File: config.mk
export PLATFORM = sky130hd
export DESIGN_NAME = spare_code_detect
export DESIGN_NICKNAME = d
export VERILOG_FILES = /design/src/rtl/scd_pkg.sv /design/src/rtl/scd_ctrl.sv /design/src/rtl/scd_datapath.sv /design/src/rtl/spare_code_detect.sv
export SDC_FILE = /design/constraint.sdc
export NUM_CORES = 1
export LEC_CHECK = 0
export ABC_AREA = 1
export ABC_CLOCK_PERIOD_IN_PS = 2800
export BUFFER_PORTS_ARGS = -buffer_cell sky130_fd_sc_hd__buf_2
export CORE_MARGIN = 5
export CORE_UTILIZATION = 34
export DETAILED_ROUTE_END_ITERATION = 10
export PLACE_DENSITY_LB_ADDON = 0.15
export SLEW_MARGIN = 5
export SYNTH_ARGS = -nofsm -noshare
export SYNTH_HDL_FRONTEND = slang
export SYNTH_HIERARCHICAL = 1
export SYNTH_SLANG_ARGS = --single-unit
File: constraint.sdc
create_clock -name clk -period 2.8 [get_ports clk]
set_input_delay 0.14 -clock clk [delete_from_list [all_inputs] [get_ports clk]]
set_output_delay 0.14 -clock clk [all_outputs]
set_load 0.005 [all_outputs]
File: src/rtl/scd_pkg.sv
package scd_pkg;
  localparam int FIELD_CNT = 6;
  localparam int ODD_CNT   = 8;
  localparam int PAT_W     = FIELD_CNT * ODD_CNT;
  localparam int FRAME_W   = 4;
  localparam int LAST_FRAME = 15;

  typedef struct packed {
    logic flush;
    logic shift;
    logic close;
    logic capture;
  } scdStrobe_t;
endpackage

File: src/rtl/scd_ctrl.sv
module scd_ctrl
  import scd_pkg::*;
#(
  parameter int PERSIST = 8
) (
  input  logic                 clk,
  input  logic                 rst,
  input  logic                 enable,
  input  logic [FIELD_CNT-1:0] selMask,
  input  logic                 tsValid,
  input  logic [FRAME_W-1:0]   frameNum,
  input  logic                 mfStart,
  input  logic                 patMatch,
  output scdStrobe_t           strobe,
  output logic [FIELD_CNT-1:0] activeMask,
  output logic                 codeDetect
);
  localparam int CNT_W = $clog2(PERSIST + 1);
  localparam logic [CNT_W-1:0] FULL = CNT_W'(PERSIST);
  localparam logic [CNT_W-1:0] NEAR = CNT_W'(PERSIST - 1);
  localparam logic [CNT_W-1:0] ONE  = CNT_W'(1);

  logic             armed;
  logic             havePrev;
  logic [CNT_W-1:0] count;
  logic             flushStb;
  logic             shiftStb;
  logic             closeStb;
  logic             captureStb;
  logic             repeatOk;
  logic             reachNow;
  logic             maskEmpty;

  always_comb begin
    flushStb   = rst || !enable;
    shiftStb   = armed && enable && tsValid && frameNum[0];
    closeStb   = shiftStb && (frameNum == FRAME_W'(LAST_FRAME));
    maskEmpty  = (activeMask == '0);
    repeatOk   = havePrev && patMatch && !maskEmpty;
    reachNow   = (count >= NEAR);
    captureStb = closeStb && repeatOk && reachNow && !codeDetect;
    strobe.flush   = flushStb;
    strobe.shift   = shiftStb;
    strobe.close   = closeStb;
    strobe.capture = captureStb;
  end

  always_ff @(posedge clk) begin
    if (flushStb) begin
      armed      <= 1'b0;
      havePrev   <= 1'b0;
      count      <= '0;
      codeDetect <= 1'b0;
      activeMask <= '0;
    end else begin
      if (mfStart) begin
        armed      <= 1'b1;
        activeMask <= selMask;
        if (selMask != activeMask) havePrev <= 1'b0;
      end
      if (closeStb) begin
        if (maskEmpty) begin
          count      <= '0;
          codeDetect <= 1'b0;
          havePrev   <= 1'b0;
        end else if (repeatOk) begin
          if (count != FULL) count <= count + ONE;
          if (reachNow) codeDetect <= 1'b1;
          havePrev <= 1'b1;
        end else begin
          count      <= ONE;
          codeDetect <= 1'b0;
          havePrev   <= 1'b1;
        end
      end
    end
  end

  // the persistence count never passes its ceiling
  a_r3_count_capped: assert property (@(posedge clk) disable iff (rst)
    count <= FULL);
  // a detection always rests on a full count
  a_r4_detect_full: assert property (@(posedge clk) disable iff (rst)
    codeDetect |-> (count == FULL));
  // detection starts only right after a multiframe close
  a_r4_rise_on_close: assert property (@(posedge clk) disable iff (rst)
    $rose(codeDetect) |-> $past(closeStb));
  // the mask in use changes only at a boundary or when cleared
  a_r6_mask_at_boundary: assert property (@(posedge clk) disable iff (rst)
    (!$stable(activeMask) && !$past(rst)) |-> $past(mfStart || !enable));
  // the detector is idle while disabled
  a_r8_idle_when_off: assert property (@(posedge clk) disable iff (rst)
    !enable |=> !codeDetect);
  // a close under an empty mask leaves no detection
  a_r9_empty_mask: assert property (@(posedge clk) disable iff (rst)
    (closeStb && maskEmpty) |=> !codeDetect);
endmodule

File: src/rtl/scd_datapath.sv
module scd_datapath
  import scd_pkg::*;
(
  input  logic                 clk,
  input  scdStrobe_t           strobe,
  input  logic [FIELD_CNT-1:0] activeMask,
  input  logic [7:0]           tsByte,
  output logic                 patMatch,
  output logic [PAT_W-1:0]     codePattern
);
  logic [PAT_W-1:0] shiftReg;
  logic [PAT_W-1:0] shiftNext;
  logic [PAT_W-1:0] maskWide;
  logic [PAT_W-1:0] curMasked;
  logic [PAT_W-1:0] prevPat;

  for (genvar f = 0; f < FIELD_CNT; f++) begin : g_field
    assign shiftNext[f*ODD_CNT +: ODD_CNT] =
      {shiftReg[f*ODD_CNT +: ODD_CNT-1], tsByte[5-f]};
    assign maskWide[f*ODD_CNT +: ODD_CNT] = {ODD_CNT{activeMask[f]}};
  end

  assign curMasked = shiftNext & maskWide;
  assign patMatch  = (curMasked == prevPat);

  always_ff @(posedge clk) begin
    if (strobe.flush) begin
      shiftReg    <= '0;
      prevPat     <= '0;
      codePattern <= '0;
    end else if (strobe.shift) begin
      shiftReg <= shiftNext;
      if (strobe.close)   prevPat     <= curMasked;
      if (strobe.capture) codePattern <= curMasked;
    end
  end

  // the latched pattern moves only on capture or clear
  a_r5_pattern_holds: assert property (@(posedge clk) disable iff (strobe.flush)
    !$stable(codePattern) |-> $past(strobe.capture || strobe.flush));
  // stored words change only on a sampled odd-frame close
  a_r1_prev_on_close: assert property (@(posedge clk) disable iff (strobe.flush)
    !$stable(prevPat) |-> $past(strobe.close || strobe.flush));
endmodule

File: src/rtl/spare_code_detect.sv
module spare_code_detect
  import scd_pkg::*;
#(
  parameter int PERSIST = 8
) (
  input  logic                 clk,
  input  logic                 rst,
  input  logic                 enable,
  input  logic [FIELD_CNT-1:0] selMask,
  input  logic                 tsValid,
  input  logic [7:0]           tsByte,
  input  logic [FRAME_W-1:0]   frameNum,
  input  logic                 mfStart,
  output logic                 codeDetect,
  output logic [PAT_W-1:0]     codePattern
);
  scdStrobe_t           strobe;
  logic [FIELD_CNT-1:0] activeMask;
  logic                 patMatch;

  scd_ctrl #(.PERSIST(PERSIST)) u_ctrl (
    .clk        (clk),
    .rst        (rst),
    .enable     (enable),
    .selMask    (selMask),
    .tsValid    (tsValid),
    .frameNum   (frameNum),
    .mfStart    (mfStart),
    .patMatch   (patMatch),
    .strobe     (strobe),
    .activeMask (activeMask),
    .codeDetect (codeDetect)
  );

  scd_datapath u_datapath (
    .clk         (clk),
    .strobe      (strobe),
    .activeMask  (activeMask),
    .tsByte      (tsByte),
    .patMatch    (patMatch),
    .codePattern (codePattern)
  );
endmodule

=== Word level (Yosys, flattened, before mapping) ===
Index checks and enable logic that the tools add are counted.

* $lt $le $gt $ge: 1
* Multiplexer cells: 10
* Equality and inequality tests: 6
* $add $sub $neg: 1
* Bitwise logic cells: 1
* Reduce and logical (&&, ||, !) cells: 21

{| class="wikitable"
|+ Operators with widths
! operator !! count
|-
| 48-bit AND || 1
|-
| 48-bit equality test || 1
|-
| 4-bit two-way mux || 3
|-
| 2-bit AND reduction || 5
|-
| 1-bit logical AND || 9
|-
| 1-bit two-way mux || 7
|-
| 6-bit logical NOT || 1
|-
| 3-bit inequality test (second input constant) || 2
|-
| 6-bit inequality test || 1
|-
| 4-bit by 1-bit adder with 4-bit output (second input constant) || 1
|-
| 4-bit equality test (second input constant) || 1
|-
| 4-bit by 3-bit greater-or-equal comparator with 1-bit output (second input constant) || 1
|-
| 4-bit inequality test (second input constant) || 1
|-
| 2-bit nonzero test || 2
|-
| 1-bit logical NOT || 3
|-
| 1-bit logical OR || 1
|}

* Register bits: 156
* Logic and storage cells: 48
* Input bits: 23
* Output and inout port bits: 49

=== Logic depth before layout (Yosys ltp) ===
Gate-level depths: netlist of the first run.

* Depth after elaboration: 8
* Depth in mapped cells: 21
* Depth with buffers taken out: 18

=== Modules after synthesis ===
The synthesis of the first run kept the hierarchy.

{| class="wikitable"
|+ By module, submodules not included
! module !! instances !! sequential area each (µm²) !! cells each !! area each (µm²)
|-
| scd_datapath || 1 || 2762.6 || 743 || 5581.6
|-
| scd_ctrl || 1 || 260.2 || 125 || 788.3
|}

=== Least setup slack after synthesis of the first run ===
OpenSTA, ideal clock, no wires.

* Path type: reg2reg
* Start point: register u_ctrl.activeMask[3]
* End point: register u_datapath.codePattern[32]
* Buffers on the path: 5
* Slack: 0.436 ns
* Clock period less this slack: 2.364 ns
* Required time: 2.680 ns
* Library setup time: 0.120 ns
* Cell stages (with the launch flop): 21
* Data arrival time: 2.244 ns
* Cell sequence: dfxtp_1 > buf_4 > buf_6 > nand3_1 > nand2_1 > nand3_1 > nor2_1 > nand2_1 > nor2_1 > nand2_1 > nor2_2 > nand2_1 > inv_1 > nand2_1 > nor3_1 > buf_4 > nand2_1 > inv_1 > buf_2 > buf_2 > a21oi_1

* Longest elaborated chain between the ends: 8
* Elaborated cells on any way between the ends: 10
* Classes of those cells: 1 x eq/ne; 1 x bitwise; 8 x reduce/logical

{| class="wikitable"
|+ Ends and longest elaborated chain
! element !! line !! source
|-
| start, declared || scd_ctrl.sv:15 || <nowiki>output logic [FIELD_CNT-1:0] activeMask,</nowiki>
|-
| start signal, assigned || scd_ctrl.sv:58 || <nowiki>activeMask <= selMask;</nowiki>
|-
| 48-bit AND || scd_datapath.sv:23 || <nowiki>assign curMasked = shiftNext & maskWide;</nowiki>
|-
| 48-bit equality test || scd_datapath.sv:24 || <nowiki>assign patMatch = (curMasked == prevPat);</nowiki>
|-
| named net patMatch || spare_code_detect.sv:19 || <nowiki>logic patMatch;</nowiki>
|-
| 1-bit logical AND (2 in a row) || scd_ctrl.sv:39 || <nowiki>repeatOk = havePrev && patMatch && !maskEmpty;</nowiki>
|-
| 1-bit logical AND (3 in a row) || scd_ctrl.sv:41 || <nowiki>captureStb = closeStb && repeatOk && reachNow && !codeDetect;</nowiki>
|-
| named net u_ctrl.captureStb || scd_ctrl.sv:29 || <nowiki>logic captureStb;</nowiki>
|-
| 2-bit AND reduction (no line) || -- ||
|-
| end signal, assigned || scd_datapath.sv:34 || <nowiki>if (strobe.capture) codePattern <= curMasked;</nowiki>
|-
| end, declared || scd_datapath.sv:9 || <nowiki>output logic [PAT_W-1:0] codePattern</nowiki>
|}

The timed path passes the listed nets, and every way through them passes these cells.
A chain may end at the register's enable or synchronous reset.

==> flow_summary.toml, run 1 <==
[worst_setup_path]
setup.worst_path.end_class = "flip-flop"
cp-startpoint = "u_ctrl/activeMask[4]"
endpoint = "u_datapath/codePattern[16]"
critical_path_class = "flip-flop to flip-flop"
worst-r2r-cell-count = 17
reg2reg_slack_ns = 0.34
r2r_end = "u_datapath/codePattern[16]"
crit_fanout = 38
worst_r2r_startpoint = "u_ctrl/activeMask[4]"
worstPathArrival_ns = 2.81
crit_required_ns = 3.15
start_kind = "flip-flop"

[clock_network]
path_clk_slew_ns = 0.06
cts_tree = "built"
clockBufferDepth = 2
cts_sinks = 151
clock_latency_ns = 0.42
cts_root_buffer = "clkbuf_16"
ctsHtreeMaxLevel = 4
numCtsBuffers = 17

[synthesis]
synth.avg_cell_area_um2 = 7.34
ys_types = 26
ys_seq_area_share_pct = 47.5
synth-main-ff-cell = "dfxtp_1"
syn_inst = 868
synth-seq-cells = 151
async_flop_share_pct = 0
syn_nets = 893
synth_edf_count = 0
synth_area_um2 = 6370
yosysWarnings = 6

[sta]
hold_viol_final = 0
slew_violations = 0
setup-violations-final = 0
finalSetupTns_ns = 0
hold_ws_ns = 0.0668
fin_skew_ns = 0.00642
fmax_ghz = 0.406
grt_setup_unrepaired = "no"
period_share_pct = 87.9
min_period_ns = 2.46
tightest_slew_ns = 0.626
maxSlewHeadroom_pct = 58.2

[detailed_routing]
vias = 5506
post_drt_wl_per_cell_um = 12.2
first_pass_iters = 4
drt_iter0_markers = 365
ant_nets = 0
wirelength_mm = 14.5
drcViolationCount = 0
viasPerCell = 4.64

[floorplanning]
initial_core_util_pct = 34.3
die_width_um = 147
dieArea_um2 = 21600
io_pins = 72
die_h_um = 147
rows = 50
core_um2 = 18600

[layout]
syn_to_final_growth_pct = 20.8
final_nets = 965
final_util_pct = 41.4
drive_above_1_share_pct = 15.7
n_antenna_cell = 0

[grt]
grt_max_degree = 75
grt_pass1_vias = 5242
grt_pass1_wl_mm = 25.2
grtUsageTotal_pct = 13.9
antenna_found_initial = 0
grt-ovfl-total = 0

[power_and_ir_drop]
ir_worst_vdd_v = 0.000437
p_leak_nw = 3.44
power_density_nw_per_um2 = 584

[place]
post-dp-hpwl_mm = 9.43
place.gp.congestion = 0.745
io_buffers = 69

[hold_path]
hold_class = "input pin to flip-flop"

[flow_run]
drv_cap = 0

[outcome]
outcome = "finished clean"
## worst max-delay path: stages (launching register included)
cell and delay [ns]:
dfxtp_1 0.35, buf_12 0.14, nand2_1 0.11, xnor2_1 0.14
nor2_1 0.11, nand2_1 0.08, nor2_1 0.17, nand2_1 0.11
nor2_2 0.11, nand2_1 0.06, inv_1 0.06, nand2_1 0.07
nor3_1 0.17, nand2_1 0.11, inv_4 0.15, buf_12 0.18
o21ai_0 0.10, a21oi_1 0.15
## synth_stat cells (3+ instances only)
master | instances | area [um2]
inv_1 | 53 | 199
nand2_2 | 6 | 37.5
o21ai_1 | 5 | 25.0
nand3b_1 | 8 | 60.1
clkbuf_1 | 30 | 113
nand2_1 | 149 | 559
nand3_1 | 36 | 180
a21oi_1 | 107 | 536
o21ai_0 | 142 | 711
buf_6 | 6 | 67.6
nor2_1 | 121 | 454
buf_4 | 7 | 52.6
buf_2 | 15 | 75.1
nor2_2 | 3 | 18.8
dfxtp_1 | 151 | 3020
xnor2_1 | 16 | 140
## worst min-delay path by stage
stage	to	slack [ns]	start	depth (start not counted)
global route	u_ctrl/activeMask[4]	0.07	mfStart	2
finish	u_ctrl/activeMask[5]	0.07	mfStart	2
global placement	u_datapath/shiftReg[32]	0.40	tsByte[1]	3
floorplan	u_datapath/shiftReg[16]	0.27	tsByte[3]	2
detailed placement	u_datapath/shiftReg[16]	0.41	tsByte[3]	3
CTS	u_ctrl/activeMask[2]	0.05	mfStart	2
## where the power goes
group	internal [mW]	switching, mW
clock	1.31	0.870
combinational	0.0543	0.0813
sequential	2.16	0.0133
total	3.53	0.965
## registers in the layout, summed over array words and instances, names as in the netlist
signal / flops
u_ctrl/armed: 1
u_datapath/shiftReg: 42
u_ctrl/activeMask: 6
u_ctrl/codeDetect: 1
u_ctrl/count: 4
u_ctrl/havePrev: 1
u_datapath/codePattern: 48
u_datapath/prevPat: 48
## logic make-up after synthesis
group / Yosys count / share of synthesized area [%]
AND/OR/NAND/NOR: 330 / 21.5
adder cells (fa/ha/maj): 2 / 0.393
flip-flops: 151 / 47.5
XOR/XNOR: 17 / 2.34
AO/OA/AOI/OAI: 254 / 20.0
buffers and inverters: 114 / 8.33
## through the flow
| stage | instances | setup WS (ns) | total power, mW | cell area, um2 |
|---|---|---|---|---|
| final | 1187 | 0.340 | 4.49 | 7690 |
| after global routing | 1187 | 0.00761 | 4.67 | 7690 |
| after detailed placement | 1143 | 0.00869 | 2.34 | 7000 |
| after floorplan | 868 | 0.436 | 2.30 | 6370 |
| after global placement | 1143 | 0.0600 | 2.34 | 7000 |
| after CTS | 1187 | 0.102 | 4.55 | 7680 |
## what timing repair did
item	CTS	global route
gates resized for setup	1	6
buffers inserted	0	0
endpoints found under the hold margin	12	0
hold buffers	12	0
setup endpoints to repair	19	48
## per-layer routing
metal	vias to the layer above	wire (um)	track usage [%]
met2	73	6320	21.6
met5	-	0	0
met4	0	146	4.23
met1	2441	7480	19.1
met3	15	519	3.58
li1	2977	-	-
## final cells by class
cell class              instances  area (um2)
fillers                      1935       10900
clock inverters                 7        68.8
inverters                      54         205
repair buffers                113         781
multi-input cells             603        2820
flip-flops and latches        151        3030
well taps                     234         293
clock buffers                  25         495
## layout by cell type (no fill, tap or decap), drive strengths merged, types with 5 or more instances in the layout
cell / count
a21oi: 107
buf: 101
clkbuf: 25
clkinv: 5
dfxtp: 151
dlygate4sd3: 12
inv: 53
nand2: 157
nand3: 38
nand3b: 8
nor2: 124
o21ai: 147
xnor2: 16
Power figures use the tool's default switching activity.
==> run 2, diff against run 1 <==
--- a/config.mk
+++ b/config.mk
@@ -9,7 +9,7 @@
 export ABC_CLOCK_PERIOD_IN_PS = 2800
 export BUFFER_PORTS_ARGS = -buffer_cell sky130_fd_sc_hd__buf_2
 export CORE_MARGIN = 5
-export CORE_UTILIZATION = 34
+export CORE_UTILIZATION = 58
 export DETAILED_ROUTE_END_ITERATION = 10
 export PLACE_DENSITY_LB_ADDON = 0.15
 export SLEW_MARGIN = 5
==> run 2 against run 1 <==
  * Utilization increased by 30 points
  * Sequential share of layout area grew 0.33 points
  * Maximum frequency decreased by 1.9%
  * Worst setup slack got worse by 0.049 ns
  * Count of clock-buffer cells in the layout is 7 lower
  * Total power is 2.7% higher
  * Sequential cell count stayed put
  * Via count rose by 7.4%
  * Critical path type unchanged
  * Largest cell class unchanged
  * Highest routed layer unchanged
==> flow_summary.toml, run 2 (synthesized netlist as in run 1, its figures left out) <==
[place]
place.gp.congestion = 0.806
place_ws_ns = -0.107
dp.cells = 1043
io_buffers = 69
dpl_cell_area_um2 = 6810
post-dp-hpwl_mm = 9.18

[layout]
syn_to_final_growth_pct = 20.2
fin_area_um2 = 7650
layout_commonest_cell = "nand2_1"
drive_above_1_share_pct = 15.7
top_regs = "u_datapath/codePattern x48, u_datapath/prevPat x48, u_datapath/shiftReg x42"
final_util_pct = 70.9
n_antenna_cell = 0
instances_no_fill = 1097
final_nets = 969
final_cell_mix = "nand2_1, dfxtp_1, o21ai_0, nor2_1, a21oi_1"

[worst_setup_path]
critical_path_buf_inv_count = 3
start_kind = "flip-flop"
crit_required_ns = 3.26
reg2reg_slack_ns = 0.29
critical_path_class = "flip-flop to flip-flop"
path_common_cell = "nand2_1"
crit_family = "simple AND/OR/NAND/NOR gates"
crit_fanout = 20
max_stage_delay_ns = 0.46
crit_chain = "nand2_1 -> xnor2_1 -> nor2_1 -> nand2_1 -> nor2_1 -> nand2_1 -> nor2_2 -> nand2_1 -> inv_1 -> nand2_1 -> nor3_2 -> nand2_1 -> inv_2 -> buf_4 -> o21ai_0 -> a21oi_1"
worstPathArrival_ns = 2.97
critPathSlowestCell = "dfxtp_2"
setup.worst_path.end_class = "flip-flop"

[clock_network]
path_clk_slew_ns = 0.06
clock_latency_ns = 0.53
cts_setup_buffers = 0
clockBufferDepth = 2
cts_sinks = 151
cts_tree = "built"
ctsHtreeMaxLevel = 4
numCtsBuffers = 17
cts_root_buffer = "clkbuf_8"

[sta]
tightest_slew_ns = 0.486
fin_skew_ns = 0.00571
slew_violations = 0
min_period_ns = 2.51
grt_setup_unrepaired = "no"
finalSetupTns_ns = 0
fmax_ghz = 0.399
period_share_pct = 89.6
maxSlewHeadroom_pct = 67.6
setup-violations-final = 0
hold_viol_final = 0
fin_ws_ns = 0.291
hold_ws_ns = 0.249

[grt]
grt-ovfl-total = 0
grtUsageTotal_pct = 22.8
grt_pass1_wl_mm = 24.6
grt_pass1_vias = 5580
antenna_found_initial = 0
grt_max_degree = 67

[floorplanning]
die_width_um = 115
rows = 38
io_pins = 72
core_um2 = 10800
dieArea_um2 = 13200
initial_core_util_pct = 59.0
die_h_um = 115

[hold_path]
hold_class = "input pin to flip-flop"

[power_and_ir_drop]
ir_worst_vdd_v = 0.000374
power_density_nw_per_um2 = 603
p_leak_nw = 3.47
power_mw = 4.61

[flow_run]
drv_cap = 0

[detailed_routing]
viasPerCell = 5.39
first_pass_iters = 5
drt_iter0_markers = 376
post_drt_wl_per_cell_um = 13.2
wirelength_mm = 14.5
drcViolationCount = 0
ant_nets = 0
vias = 5915

[outcome]
outcome = "finished clean"
[run 2: per-layer routing]
layer | vias to the layer above | share of wire [%] | track usage (%)
li1 | 2981 | - | -
met2 | 133 | 50 | 39.3
met4 | 0 | 1.7 | 10.3
met1 | 2778 | 44 | 27.6
met3 | 23 | 4.3 | 4.47
met5 | - | 0 | 0
[run 2: report_power, final]
group	switching, mW	internal [mW]
clock	0.914	1.39
sequential	0.0197	2.15
combinational	0.0764	0.0606
[run 2: path summary, 6_finish.rpt]
| path | startpoint | to | cells past startpoint |
|---|---|---|---|
| setup / recovery | u_ctrl/activeMask[4] | u_datapath/codePattern[17] | 16 |
| hold / removal | frameNum[1] | u_ctrl/havePrev | 5 |
| setup reg to reg | u_ctrl/activeMask[4] | u_datapath/codePattern[17] | 16 |
| hold reg to reg | u_ctrl/codeDetect | u_ctrl/codeDetect | 2 |
[run 2: what timing repair did]
action | CTS | global route
setup endpoints to repair | 48 | 48
cloned | 0 | 0
hold endpoints to repair | 29 | 0
hold buffers | 22 | 0
resized for setup | 5 | 6
[run 2: worst register-to-register path, cell delays in order, from the launching register on]
cell and delay [ns]:
dfxtp_2 0.46, nand2_1 0.17, xnor2_1 0.16, nor2_1 0.11, nand2_1 0.06, nor2_1 0.15, nand2_1 0.09, nor2_2 0.11
nand2_1 0.05, inv_1 0.07, nand2_1 0.08, nor3_2 0.20, nand2_1 0.10, inv_2 0.14, buf_4 0.23, o21ai_0 0.13
a21oi_1 0.14
[run 2: final cells by class]
type	count	area, um2
clock buffer	18	428
sequential	151	3040
inverter	54	203
fill	841	3140
multi-input combinational	603	2820
tap	140	175
clock inverter	14	175
timing repair buffer	117	811
